**config.mk**
```make
export PLATFORM = sky130hd
export DESIGN_NAME = sar_redund_ctrl
export DESIGN_NICKNAME = d
export VERILOG_FILES = /design/src/rtl/sar_redund_pkg.sv /design/src/rtl/sar_wgt_table.sv /design/src/rtl/sar_step_seq.sv /design/src/rtl/sar_ref_accum.sv /design/src/rtl/sar_redund_ctrl.sv
export SDC_FILE = /design/constraint.sdc
export NUM_CORES = 1
export LEC_CHECK = 0
export ABC_CLOCK_PERIOD_IN_PS = 6400
export BUFFER_PORTS_ARGS = -buffer_cell sky130_fd_sc_hd__buf_2
export CORE_UTILIZATION = 55
export CTS_CLUSTER_SIZE = 24
export DETAILED_ROUTE_END_ITERATION = 10
export GPL_TIMING_DRIVEN = 0
export PLACE_DENSITY = 0.81
export SYNTH_ARGS = -nofsm -noshare
export SYNTH_HDL_FRONTEND = slang
export SYNTH_HIERARCHICAL = 1
export SYNTH_SLANG_ARGS = --single-unit
```
**constraint.sdc**
```tcl
create_clock -name clk -period 6.4 [get_ports clk]
set_input_delay 0.64 -clock clk [delete_from_list [all_inputs] [get_ports clk]]
set_output_delay 0.64 -clock clk [all_outputs]
set_load 0.01 [all_outputs]
```
**src/rtl/sar_redund_pkg.sv**
```systemverilog
package sar_redund_pkg;

    localparam int DEF_DATA_W    = 5;
    localparam int DEF_MAX_STEPS = 8;
    localparam int DEF_WGT_W     = 8;

    typedef enum logic {
        ST_IDLE = 1'b0,
        ST_RUN  = 1'b1
    } seq_state_e;

    // Per-cycle control handed from the sequencer to the datapath
    typedef struct packed {
        logic load;    // accept start: seed reference with entry 0
        logic active;  // a decision is taken this cycle
        logic last;    // this decision is the final one
    } seq_ctl_t;

    // Requested step count mapped into 1..max_steps
    function automatic int unsigned fit_steps(int unsigned req, int unsigned max_steps);
        if (req == 0)              return 1;
        else if (req > max_steps)  return max_steps;
        else                       return req;
    endfunction

endpackage

```
**src/rtl/sar_wgt_table.sv**
```systemverilog
module sar_wgt_table #(
    parameter int DEPTH = 8,
    parameter int WGT_W = 8,
    parameter int IDX_W = 3
) (
    input  logic             clk,
    input  logic             rst,
    input  logic             lock,
    input  logic             wr_en,
    input  logic [IDX_W-1:0] wr_idx,
    input  logic [WGT_W-1:0] wr_val,
    input  logic [IDX_W-1:0] rd_idx,
    output logic [WGT_W-1:0] rd_val
);

    logic [WGT_W-1:0] mem [DEPTH];

    generate
        for (genvar g = 0; g < DEPTH; g++) begin : g_entry
            logic hit;
            assign hit = wr_en && !lock && (wr_idx == IDX_W'(g));

            always_ff @(posedge clk) begin
                if (rst)      mem[g] <= '0;
                else if (hit) mem[g] <= wr_val;
            end

            // a locked table keeps every entry
            assert_locked_entry_R10: assert property (@(posedge clk) disable iff (rst)
                lock |=> $stable(mem[g]));
        end
    endgenerate

    assign rd_val = mem[rd_idx];

endmodule

```
**src/rtl/sar_step_seq.sv**
```systemverilog
module sar_step_seq
    import sar_redund_pkg::*;
#(
    parameter int MAX_STEPS = 8,
    parameter int STEP_W    = 4,
    parameter int IDX_W     = 3
) (
    input  logic              clk,
    input  logic              rst,
    input  logic              start,
    input  logic [STEP_W-1:0] req_steps,
    output seq_ctl_t          ctl,
    output logic [IDX_W-1:0]  rd_idx,
    output logic              busy,
    output logic              done
);

    seq_state_e        state;
    logic [IDX_W-1:0]  step_idx;
    logic [STEP_W-1:0] steps_eff;
    logic [STEP_W-1:0] req_fit;
    logic              at_last;

    assign req_fit = STEP_W'(fit_steps(int'(req_steps), MAX_STEPS));
    assign at_last = (STEP_W'(step_idx) + STEP_W'(1)) == steps_eff;

    always_ff @(posedge clk) begin
        if (rst) begin
            state     <= ST_IDLE;
            step_idx  <= '0;
            steps_eff <= STEP_W'(1);
            done      <= 1'b0;
        end else begin
            done <= 1'b0;
            unique case (state)
                ST_IDLE: begin
                    if (start) begin
                        state     <= ST_RUN;
                        step_idx  <= '0;
                        steps_eff <= req_fit;
                    end
                end
                ST_RUN: begin
                    if (at_last) begin
                        state <= ST_IDLE;
                        done  <= 1'b1;
                    end else begin
                        step_idx <= step_idx + IDX_W'(1);
                    end
                end
                default: state <= ST_IDLE;
            endcase
        end
    end

    always_comb begin
        ctl.load   = (state == ST_IDLE) && start;
        ctl.active = (state == ST_RUN);
        ctl.last   = (state == ST_RUN) && at_last;
        rd_idx     = ctl.load ? '0 : step_idx + IDX_W'(1);
    end

    assign busy = (state == ST_RUN);

    // completion is a single-cycle pulse
    assert_done_pulse_R8: assert property (@(posedge clk) disable iff (rst)
        done |=> !done);

    // an accepted start makes the block busy next cycle
    assert_busy_after_start_R2: assert property (@(posedge clk) disable iff (rst)
        (!busy && start) |=> busy);

    // a start during a conversion leaves the step count alone
    assert_start_ignored_R9: assert property (@(posedge clk) disable iff (rst)
        (busy && start) |=> $stable(steps_eff));

    // latched step count stays within 1..MAX_STEPS, index below it
    assert_step_bound_R11: assert property (@(posedge clk) disable iff (rst)
        busy |-> (steps_eff != 0) && (int'(steps_eff) <= MAX_STEPS)
                 && (STEP_W'(step_idx) < steps_eff));

endmodule

```
**src/rtl/sar_ref_accum.sv**
```systemverilog
module sar_ref_accum
    import sar_redund_pkg::*;
#(
    parameter int DATA_W    = 5,
    parameter int WGT_W     = 8,
    parameter int REF_W     = 12,
    parameter int MAX_STEPS = 8
) (
    input  logic                    clk,
    input  logic                    rst,
    input  seq_ctl_t                ctl,
    input  logic [WGT_W-1:0]        weight,
    input  logic                    cmp_above,
    output logic signed [REF_W-1:0] ref_lvl,
    output logic [MAX_STEPS-1:0]    bits,
    output logic [DATA_W-1:0]       result
);

    localparam logic signed [REF_W-1:0] MAX_CODE = REF_W'((1 << DATA_W) - 1);

    logic signed [REF_W-1:0] wext;
    logic signed [REF_W-1:0] ref_next;
    logic signed [REF_W-1:0] fin_val;
    logic [DATA_W-1:0]       fin_clamped;

    assign wext = $signed({{(REF_W-WGT_W){1'b0}}, weight});

    always_comb begin
        ref_next = cmp_above ? (ref_lvl + wext) : (ref_lvl - wext);
        // +/- half LSB from the final decision, then the fixed -1/2 offset
        fin_val  = cmp_above ? ref_lvl : (ref_lvl - REF_W'(1));
        if (fin_val < 0)              fin_clamped = '0;
        else if (fin_val > MAX_CODE)  fin_clamped = MAX_CODE[DATA_W-1:0];
        else                          fin_clamped = fin_val[DATA_W-1:0];
    end

    always_ff @(posedge clk) begin
        if (rst) begin
            ref_lvl <= '0;
            bits    <= '0;
            result  <= '0;
        end else if (ctl.load) begin
            ref_lvl <= wext;
            bits    <= '0;
        end else if (ctl.active) begin
            bits <= {bits[MAX_STEPS-2:0], cmp_above};
            if (ctl.last) result  <= fin_clamped;
            else          ref_lvl <= ref_next;
        end
    end

    // decision record is empty right after a conversion is seeded
    assert_bits_cleared_R4: assert property (@(posedge clk) disable iff (rst)
        ctl.load |=> (bits == '0));

    // the result only changes on the final decision
    assert_result_hold_R5: assert property (@(posedge clk) disable iff (rst)
        !ctl.last |=> $stable(result));

    // the reference never moves when no decision is taken
    assert_ref_idle_R3: assert property (@(posedge clk) disable iff (rst)
        (!ctl.load && !ctl.active) |=> $stable(ref_lvl));

endmodule

```
**src/rtl/sar_redund_ctrl.sv**
```systemverilog
module sar_redund_ctrl
    import sar_redund_pkg::*;
#(
    parameter int DATA_W    = DEF_DATA_W,
    parameter int MAX_STEPS = DEF_MAX_STEPS,
    parameter int WGT_W     = DEF_WGT_W,
    localparam int STEP_W   = $clog2(MAX_STEPS + 1),
    localparam int IDX_W    = (MAX_STEPS > 1) ? $clog2(MAX_STEPS) : 1,
    localparam int REF_W    = WGT_W + $clog2(MAX_STEPS) + 1
) (
    input  logic                    clk,
    input  logic                    rst,
    input  logic                    start_i,
    input  logic [STEP_W-1:0]       steps_i,
    input  logic                    cmp_above_i,
    input  logic                    wgt_we_i,
    input  logic [IDX_W-1:0]        wgt_idx_i,
    input  logic [WGT_W-1:0]        wgt_val_i,
    output logic signed [REF_W-1:0] dac_code_o,
    output logic                    busy_o,
    output logic [MAX_STEPS-1:0]    dec_bits_o,
    output logic [DATA_W-1:0]       result_o,
    output logic                    done_o
);

    seq_ctl_t         ctl;
    logic [IDX_W-1:0] rd_idx;
    logic [WGT_W-1:0] rd_val;

    sar_step_seq #(
        .MAX_STEPS (MAX_STEPS),
        .STEP_W    (STEP_W),
        .IDX_W     (IDX_W)
    ) u_seq (
        .clk       (clk),
        .rst       (rst),
        .start     (start_i),
        .req_steps (steps_i),
        .ctl       (ctl),
        .rd_idx    (rd_idx),
        .busy      (busy_o),
        .done      (done_o)
    );

    sar_wgt_table #(
        .DEPTH (MAX_STEPS),
        .WGT_W (WGT_W),
        .IDX_W (IDX_W)
    ) u_tbl (
        .clk    (clk),
        .rst    (rst),
        .lock   (busy_o),
        .wr_en  (wgt_we_i),
        .wr_idx (wgt_idx_i),
        .wr_val (wgt_val_i),
        .rd_idx (rd_idx),
        .rd_val (rd_val)
    );

    sar_ref_accum #(
        .DATA_W    (DATA_W),
        .WGT_W     (WGT_W),
        .REF_W     (REF_W),
        .MAX_STEPS (MAX_STEPS)
    ) u_acc (
        .clk       (clk),
        .rst       (rst),
        .ctl       (ctl),
        .weight    (rd_val),
        .cmp_above (cmp_above_i),
        .ref_lvl   (dac_code_o),
        .bits      (dec_bits_o),
        .result    (result_o)
    );

    // done never coincides with an active conversion
    assert_done_not_busy_R8: assert property (@(posedge clk) disable iff (rst)
        done_o |-> !busy_o);

    // done only rises out of a conversion that was running
    assert_done_from_run_R8: assert property (@(posedge clk) disable iff (rst)
        $rose(done_o) |-> $past(busy_o));

endmodule

```
# [Yosys cells after proc, flatten, opt, wreduce, memory -nomap -nowiden]
# Memory sizes are Yosys's and may differ from the RTL's.
# Index checks and enable logic that the tools add are counted.
[totals] ff_bits=34 ram_bits=64 inputBits=20 out_inout_bits=27 elab_cells=112 mem_count=1
[classes] n_addsub=5 n_lt_le_gt_ge=3 eq_ne=11 muxes=51 bitwise_logic=11 n_reduce_logical=22
[memory_table] memory="u_tbl.mem" words=8 width=8 read_ports=1 rd_clocked_by_memory_dff=0 wr=8 line="sar_wgt_table.sv:16" source="logic [WGT_W-1:0] mem [DEPTH];"
[op_table] operator="8-bit two-way mux" count=11
[op_table] operator="1-bit two-way mux" count=29
[op_table] operator="12-bit two-way mux" count=2
[op_table] operator="12-bit by 9-bit adder with 12-bit output" count=1
[op_table] operator="3-bit equality test (second input constant)" count=4
[op_table] operator="12-bit by 6-bit greater-than comparator with 1-bit output (second input constant)" count=1
[op_table] operator="12-bit by 1-bit < comparator with 1-bit output (second input constant)" count=1
[op_table] operator="12-bit by 2-bit subtractor with 12-bit output (second input constant)" count=1
[op_table] operator="12-bit by 9-bit subtractor with 12-bit output" count=1
[op_table] operator="1-bit logical AND" count=11
[op_table] operator="5-bit two-way mux" count=2
[op_table] operator="3-bit two-way mux" count=3
[op_table] operator="4-bit two-way mux" count=2
[op_table] operator="1-bit bitwise OR" count=8
[op_table] operator="2-bit AND reduction" count=4
[op_table] operator="3-bit by 2-bit equality test with 1-bit output (second input constant)" count=2
[op_table] operator="3-bit case mux with 2 select lines" count=1
[op_table] operator="3-bit by 1-bit adder with 4-bit output (second input constant)" count=1
[op_table] operator="4-bit equality test" count=1
[op_table] operator="4-bit greater-than comparator (second input constant)" count=1
[op_table] operator="4-bit zero test" count=1
[op_table] operator="2-bit inequality test (second input constant)" count=2
[op_table] operator="2-bit OR reduction" count=2
[op_table] operator="3-bit by 1-bit adder with 3-bit output (second input constant)" count=1
[op_table] operator="other kinds (8)" count=10

# [Longest topological paths before layout]
# Gate-level depths: netlist of the first run.
# An unclocked memory read counts as a cell.
[logic_depth] word_depth=9 ltp_mapped=19 ltp_nobuf=16

# [Modules after synthesis]
# Netlist of the first run, hierarchy kept.
[by_module_without_submodules] mod="sar_wgt_table" n_inst=1 cells_each=199 area_each_um2=3025.4 seq_area_each_um2=1921.8
[by_module_without_submodules] mod="sar_ref_accum" n_inst=1 cells_each=230 area_each_um2=1784.2 seq_area_each_um2=500.5
[by_module_without_submodules] mod="sar_step_seq" n_inst=1 cells_each=58 area_each_um2=498.0 seq_area_each_um2=180.2

# [Worst setup path before layout of the first run]
# No wires, ideal clock.
[synth_timing] kind="input port to flip-flop" start="input start_i" end="register u_acc.ref_lvl[11]" setup_time_ns=0.071 t_arrival_ns=4.532 t_required_ns=6.329 path_slack_ns=1.797 cell_stages=18 path_buffers=3 path_cell_list="nand2b_1 > clkbuf_1 > inv_1 > nor2_1 > buf_6 > buf_12 > mux4_1 > mux2_2 > nor4_1 > a21oi_1 > xnor2_1 > ha_1 > o21ai_0 > o21ai_0 > o211ai_1 > and4_1 > or4_1 > a21oi_1"
[synth_lines] item="start, declared" line="sar_redund_ctrl.sv:13" source="input logic start_i,"
[synth_lines] item="end signal, assigned" line="sar_ref_accum.sv:43" source="ref_lvl <= wext;"
[synth_lines] item="end signal, assigned" line="sar_ref_accum.sv:48" source="else ref_lvl <= ref_next;"
[synth_lines] item="end, declared" line="sar_ref_accum.sv:14" source="output logic signed [REF_W-1:0] ref_lvl,"

==> results of run 1 <==
[through the flow]
step | total power [mW] | worst slack [ps] | hold slack (ps) | cell area [um^2] | instances
finish | 1.50 | 961 | 450 | 5880 | 676
global route | 1.57 | 465 | 468 | 5880 | 676
CTS | 1.50 | 1010 | 457 | 5860 | 675
detailed placement | 1.13 | 929 | 442 | 5680 | 659
global placement | 1.11 | 1050 | 430 | 5680 | 659
floorplan | 1.03 | 1800 | 452 | 5310 | 487
[worst max-delay path: stages, from the launching register on]
cell and delay, ps:
sky130_fd_sc_hd__dfxtp_1 590, sky130_fd_sc_hd__nand2b_1 160, sky130_fd_sc_hd__clkbuf_1 300, sky130_fd_sc_hd__inv_1 220, sky130_fd_sc_hd__nor2_1 150, sky130_fd_sc_hd__clkbuf_1 330, sky130_fd_sc_hd__buf_2 320, sky130_fd_sc_hd__mux4_1 350
sky130_fd_sc_hd__mux2_2 340, sky130_fd_sc_hd__nor4_1 600, sky130_fd_sc_hd__a41oi_1 270, sky130_fd_sc_hd__ha_1 430, sky130_fd_sc_hd__o21ai_0 140, sky130_fd_sc_hd__o21ai_0 190, sky130_fd_sc_hd__o211ai_1 130, sky130_fd_sc_hd__and4_1 240
sky130_fd_sc_hd__or4_1 470, sky130_fd_sc_hd__a21oi_1 150
[final cells by class]
type	count	area, um^2
fill	787	3400
timing repair buffer	44	223
sequential	98	2600
multi-input combinational	332	2440
buffer	32	183
inverter	25	93.8
clock buffer	10	128
clock inverter	6	50.0
tap	129	161
[flip-flops by register name, indices dropped and copies added, names as in the netlist]
register and count:
u_acc/bits 8, u_acc/ref_lvl 12, u_acc/result 5, u_seq/busy 1
u_seq/done 1, u_seq/step_idx 3, u_seq/steps_eff 4, u_tbl/mem 64
[cell families (layout without fill, tap and decap cells)]
| logic type | Yosys count | after routing |
|---|---|---|
| xor+xnor | 20 | 20 |
| buf+inv | 57 | 117 |
| compound gates | 83 | 83 |
| fa+ha+maj | 15 | 15 |
| mux | 35 | 35 |
| simple gates | 179 | 179 |
| flops | 98 | 98 |
[layer usage]
metal	track usage	vias up	share of wire
met3	0.0508	26	0.055
met4	0.109	0	0.025
met5	0	-	0
met1	0.301	1925	0.40
met2	0.457	151	0.52
li1	-	1939	-
[layout by cell type (no fill, tap or decap), types with 16 or more instances in the layout]
| cell type | Yosys | final |
|---|---|---|
| sky130_fd_sc_hd__a21oi_1 | 25 | 25 |
| sky130_fd_sc_hd__dfxtp_1 | 34 | 34 |
| sky130_fd_sc_hd__nand2_1 | 28 | 28 |
| sky130_fd_sc_hd__nor3_1 | 72 | 72 |
| sky130_fd_sc_hd__edfxtp_1 | 64 | 64 |
| sky130_fd_sc_hd__mux4_1 | 16 | 16 |
| sky130_fd_sc_hd__inv_1 | 17 | 17 |
| sky130_fd_sc_hd__clkbuf_1 | 17 | 18 |
| sky130_fd_sc_hd__nor2_1 | 37 | 37 |
| sky130_fd_sc_hd__buf_2 | 6 | 49 |
[where the power goes]
part           leakage (nW)  internal, mW  switching (mW)
Combinational          1.17         0.162           0.224
Clock                0.0771         0.146           0.230
Sequential            0.942         0.706          0.0276
[worst max-delay path by stage]
| stage | endpoint | slack, ps | cells after the start |
|---|---|---|---|
| global route | u_acc/ref_lvl[11] | 470 | 17 |
| CTS | u_acc/ref_lvl[11] | 1010 | 17 |
| detailed placement | u_acc/ref_lvl[11] | 930 | 18 |
| finish | u_acc/ref_lvl[11] | 960 | 17 |
| global placement | u_acc/ref_lvl[11] | 1050 | 19 |
| floorplan | u_acc/ref_lvl[11] | 1800 | 18 |
==> reports/qor.yml, run 1 <==
synth:
  synth-simple-area-share: 0.170
  synth.yosys.warnings: 6
  cell_types_with_the_highest_counts_after_synthesis: "72 x sky130_fd_sc_hd__nor3_1, 64 x sky130_fd_sc_hd__edfxtp_1, 37 x sky130_fd_sc_hd__nor2_1"
  synth-xor-area-share: 0.0330
  number_of_synthesized_flops_with_an_enable_pin: 64
  combinational_family_with_the_most_area_after_synthesis: "simple AND/OR/NAND/NOR gates"
  synth_top_cell_area_share: 0.362
  synth_area_leader: "sky130_fd_sc_hd__edfxtp_1"
  yosys.cell_count.top_type: "sky130_fd_sc_hd__nor3_1"
  yosys_most_used_dff: "sky130_fd_sc_hd__edfxtp_1"
  yosys.cell_types.count: 59
  netlist_instances: 487
  synth_adder_area_share: 0.0368
  netlist_top_cells_area: "sky130_fd_sc_hd__edfxtp_1 36%, sky130_fd_sc_hd__dfxtp_1 13%, sky130_fd_sc_hd__mux4_1 7.9%, sky130_fd_sc_hd__nor3_1 6.8%, sky130_fd_sc_hd__ha_1 3.3%"
  synth_compound_gate_area_share: 0.100
  syn_avg_cell_area_um2: 10.9
  synth_nets: 522
  synthesis.area_um2: 5310
  async_reset_ff_frac: 0
  synth-seq-area-share: 0.490
  synth-seq-cells: 98
  muxShareOfSynthArea: 0.117
hold_path:
  min_from: "u_acc/result[3]"
  timing.hold.worst_endpoint: "u_acc/result[3]"
  hold-path-cell-count: 2
  worstHoldPathType: "register to register"
final_layout:
  antenna_cells: 0
  final_layout_size_suffix_gt1_frac: 0.174
  post_route_utilization: 0.633
  net_count_final: 577
  flow.area_growth_from_synthesis_pct: 10.8
grt:
  antenna_violations_before_repair: 0
  grt_pass1_vias: 3974
  pin_count_of_the_biggest_net_entering_global_routing: 18
  gr-total-overflow: 0
  grt_usage: 0.256
  grt_first_pass_wirelength_um: 19200
setup_path:
  critical_path.max_fanout: 11
  startpoint_class: "register"
  worst_r2r_endpoint: "u_acc/ref_lvl[11]"
  ff2ff_path_depth: 17
  signal_arrival_time_at_the_worst_endpoint_ps: 5740
  worstSetupPathType: "register to register"
  crit-reg2reg-launch: "u_seq/busy"
  setup.worst_path.end_class: "register"
  worst-endpoint-required_ps: 6700
  ff2ff_setup_slack_ps: 960
  worstSetupStartpoint: "u_seq/busy"
run_status:
  status: "completed"
floorplan:
  floorplan.die.width_um: 100
  core-area_um2: 9280
  io_count: 47
  die_height_um: 100
  core.rowCount: 35
  fp.dieArea_um2: 10000
  initial_core_utilization: 0.572
cts:
  postCtsHoldBufs: 0
  numCtsBuffers: 9
  clock_tree.buffer_depth: 2
  cts_setup_buffers: 0
  clock_edge_transition_at_the_registers_on_the_reported_setup_and_hold_paths_ps: 100
  worst_skew_pair.late_latency_ps: 370
  htreeDepth: 3
  cts_tree: "yes"
  cts_root_buffer: "sky130_fd_sc_hd__clkbuf_8"
  cts.sinks: 98
  post_cts_resize_count: 0
route:
  viasPerCell: 5.98
  detailed_route_via_count: 4041
  detailedRoute.firstPassIterationCount: 5
  route.detailed.wl_per_inst_um: 17.5
  drtIter0Drc: 138
  drt_drc_violations_left: 0
  total_wire_length_um: 11800
  antenna_left: 0
sta:
  relSlewSlack: 0.0828
  finalCriticalPeriod_ps: 5440
  final-hold-violation-count: 0
  worst_clock_skew_ps: 14.9
  max_freq_mhz: 184
  finalSetupTns_ps: 0
  min_period_over_period: 0.850
  report.final.slew_viol_count: 0
  setup_viol: 0
  transition_time_at_the_pin_with_the_least_slew_margin_ps: 1360
  unrepaired_setup_endpoints_after_global_routing: "no"
power:
  vdd.ir_drop.worst_v: 0.000116
  p_leak_nw: 2.19
  powerDensity_nw_per_um2: 254
place:
  portBuffers: 43
  place_hpwl_um: 8400
  gpl.final_weighted_congestion: 0.878
job:
  cap_viol_max_count: 0
Note: power is estimated with default switching activity, not from simulation.
==> run 2, diff against run 1 <==
--- a/config.mk
+++ b/config.mk
@@ -5,13 +5,13 @@
 export SDC_FILE = /design/constraint.sdc
 export NUM_CORES = 1
 export LEC_CHECK = 0
-export ABC_CLOCK_PERIOD_IN_PS = 6400
+export ABC_CLOCK_PERIOD_IN_PS = 4800
 export BUFFER_PORTS_ARGS = -buffer_cell sky130_fd_sc_hd__buf_2
-export CORE_UTILIZATION = 55
+export CORE_UTILIZATION = 54
 export CTS_CLUSTER_SIZE = 24
 export DETAILED_ROUTE_END_ITERATION = 10
 export GPL_TIMING_DRIVEN = 0
-export PLACE_DENSITY = 0.81
+export PLACE_DENSITY = 0.82
 export SYNTH_ARGS = -nofsm -noshare
 export SYNTH_HDL_FRONTEND = slang
 export SYNTH_HIERARCHICAL = 1
==> constraint.sdc (replaced) <==
create_clock -name clk -period 4.8 [get_ports clk]
set_input_delay 0.48 -clock clk [delete_from_list [all_inputs] [get_ports clk]]
set_output_delay 0.48 -clock clk [all_outputs]
set_load 0.01 [all_outputs]
==> run 2 against run 1 <==
  * Count of clock-buffer cells in the layout is 1 lower
  * Power increased by 35%
  * Utilization down 0.24 points
  * Critical path type unchanged
  * Critical endpoint unchanged
  * Highest routed layer unchanged
==> reports/qor.yml, run 2 (same netlist as run 1, synthesis figures left out) <==
sta:
  final-hold-violation-count: 0  # unchanged
  min_period_over_period: 0.938  # was 0.850
  relSlewSlack: 0.0815  # was 0.0828
  setup_viol: 0  # unchanged
  finalCriticalPeriod_ps: 4500  # was 5440 ps
  max_freq_mhz: 222  # was 184 MHz
  hold-worst-slack_ps: 337  # was 450 ps
  unrepaired_setup_endpoints_after_global_routing: "no"  # unchanged
  report.final.slew_viol_count: 0  # unchanged
  transition_time_at_the_pin_with_the_least_slew_margin_ps: 1360  # about the same
  worst_clock_skew_ps: 7.63  # was 14.9 ps
  finalSetupTns_ps: 0  # unchanged
  post-route-worst-setup-slack_ps: 295  # was 961 ps
final_layout:
  largest_registers: "u_tbl/mem (64), u_acc/ref_lvl (12), u_acc/bits (8)"  # unchanged
  flow.area_growth_from_synthesis_pct: 11.4  # was 10.8%
  post_route_utilization: 0.631  # was 0.633
  final_design_area_no_fill_um2: 5910  # was 5880 um^2
  net_count_final: 576  # was 577
  filler_cell_count: 781  # was 787
  layout.cells.most_common: "sky130_fd_sc_hd__nor3_1"  # unchanged
  antenna_cells: 0  # unchanged
  multi_input_area_um2: 2460  # was 2440 um^2
  largest_register_ff_count: 64  # unchanged
  final_layout_size_suffix_gt1_frac: 0.183  # was 0.174
  layoutNonFillerInstCount: 675  # was 676
  top_register: "u_tbl/mem"  # unchanged
  register_area_um2: 2610  # was 2600 um^2
  layout_common_cells: "71 x sky130_fd_sc_hd__nor3_1, 64 x sky130_fd_sc_hd__edfxtp_1, 49 x sky130_fd_sc_hd__buf_2, 37 x sky130_fd_sc_hd__nor2_1, 32 x sky130_fd_sc_hd__dfxtp_1"  # was 72 x sky130_fd_sc_hd__nor3_1, 64 x sky130_fd_sc_hd__edfxtp_1, 49 x sky130_fd_sc_hd__buf_2, 37 x sky130_fd_sc_hd__nor2_1, 34 x sky130_fd_sc_hd__dfxtp_1
floorplan:
  floorplan.die.width_um: 101  # was 100 um
  core.rowCount: 35  # unchanged
  fp.dieArea_um2: 10200  # was 10000 um^2
  io_count: 47  # unchanged
  core-area_um2: 9370  # was 9280 um^2
  initial_core_utilization: 0.566  # was 0.572
  die_height_um: 101  # was 100 um
cts:
  postCtsHoldBufs: 0  # unchanged
  clock_edge_transition_at_the_registers_on_the_reported_setup_and_hold_paths_ps: 100  # about the same
  cts_tree: "yes"  # unchanged
  cts_root_buffer: "sky130_fd_sc_hd__clkbuf_8"  # unchanged
  cts.sinks: 98  # unchanged
  htreeDepth: 3  # unchanged
  numCtsBuffers: 9  # unchanged
  worst_skew_pair.late_latency_ps: 370  # about the same
  clock_tree.buffer_depth: 2  # unchanged
place:
  placed_cell_areas_um2: 5680  # unchanged
  gpl.final_weighted_congestion: 0.926  # was 0.878
  place_worst_setup_slack_ps: -696  # was 929 ps
  dpl.cell_count: 659  # unchanged
  portBuffers: 43  # unchanged
  place_hpwl_um: 8590  # was 8400 um
run_status:
  status: "completed"  # unchanged
power:
  vdd.ir_drop.worst_v: 0.000163  # was 0.000116 V
  powerDensity_nw_per_um2: 341  # was 254 nW/um^2
  fin_total_pwr_mw: 2.01  # was 1.50 mW
  p_leak_nw: 2.21  # was 2.19 nW
job:
  cap_viol_max_count: 0  # unchanged
setup_path:
  worstSetupPathType: "register to register"  # unchanged
  critical_path.max_fanout: 10  # was 11
  startpoint_class: "register"  # unchanged
  signal_arrival_time_at_the_worst_endpoint_ps: 4810  # was 5740 ps
  worst-endpoint-required_ps: 5110  # was 6700 ps
  setup.worst_path.end_class: "register"  # unchanged
hold_path:
  worstHoldPathType: "input pin to register"  # was register to register
route:
  route.detailed.wl_per_inst_um: 17.8  # was 17.5 um
  wl_met2_um: 6010  # was 6190 um
  detailed_route_via_count: 4037  # was 4041
  detailedRoute.firstPassIterationCount: 4  # was 5
  routed-wl-met3_um: 867  # was 646 um
  drtIter0Drc: 185  # was 138
  drt_drc_violations_left: 0  # unchanged
  viasPerCell: 5.98  # about the same
  total_wire_length_um: 12000  # was 11800 um
  top_signal_layer_used: "met4"  # unchanged
  detail_route.wirelength.met1_um: 4920  # was 4670 um
  antenna_left: 0  # unchanged
grt:
  gr-total-overflow: 0  # unchanged
  grt_usage: 0.252  # was 0.256
  grt_pass1_vias: 3921  # was 3974
  pin_count_of_the_biggest_net_entering_global_routing: 19  # was 18
  grt_first_pass_wirelength_um: 19200  # about the same
  antenna_violations_before_repair: 0  # unchanged
==> run 2: worst paths after layout <==
path / startpoint / end / slack (ps) / cells after the start
max: u_seq/busy / u_acc/ref_lvl[11] / 300 / 18
min: steps_i[3] / u_seq/steps_eff[0] / 340 / 2
max reg2reg: u_seq/busy / u_acc/ref_lvl[11] / 300 / 18
min reg2reg: u_acc/result[0] / u_acc/result[0] / 460 / 2
==> run 2: layout make-up <==
| class | count | area share |
|---|---|---|
| well taps | 129 | 0.0273 |
| multi-input cells | 332 | 0.416 |
| repair buffers | 44 | 0.0377 |
| inverters | 25 | 0.0159 |
| clock inverters | 7 | 0.0104 |
| flip-flops and latches | 98 | 0.441 |
| clock buffers | 9 | 0.0210 |
| plain buffers | 31 | 0.0305 |
==> run 2: report_power, final <==
| part | internal, mW | leakage, nW | switching, mW | total [mW] |
|---|---|---|---|---|
| combinational | 0.220 | 1.18 | 0.305 | 0.525 |
| sequential | 0.942 | 0.943 | 0.0360 | 0.978 |
| clock | 0.198 | 0.0948 | 0.314 | 0.512 |
| total | 1.36 | 2.21 | 0.655 | 2.01 |
==> run 2: repair_timing <==
action,CTS,global route
setup endpoints to repair,7,1
resized for setup,6,3
buffers inserted,0,1
pin swaps,0,1
==> run 2: metal layers <==
layer	vias up	GRT usage
met5	-	0
met2	168	0.429
met1	1919	0.321
li1	1930	-
met3	20	0.0421
met4	0	0.103
==> run 2: critical path: stages, from the launching register on <==
cell	delay [ps]
sky130_fd_sc_hd__dfxtp_4	380
sky130_fd_sc_hd__nand2b_4	170
sky130_fd_sc_hd__inv_1	140
sky130_fd_sc_hd__nor2_1	150
sky130_fd_sc_hd__buf_6	170
sky130_fd_sc_hd__buf_12	150
sky130_fd_sc_hd__mux4_1	560
sky130_fd_sc_hd__mux2_2	340
sky130_fd_sc_hd__inv_1	80
sky130_fd_sc_hd__ha_1	240
sky130_fd_sc_hd__a31oi_1	130
sky130_fd_sc_hd__xor2_1	160
sky130_fd_sc_hd__ha_1	360
sky130_fd_sc_hd__nand2_1	90
sky130_fd_sc_hd__nor3_1	320
sky130_fd_sc_hd__o21ai_0	180
sky130_fd_sc_hd__and4_1	230
sky130_fd_sc_hd__or4_1	460
sky130_fd_sc_hd__a21oi_1	150
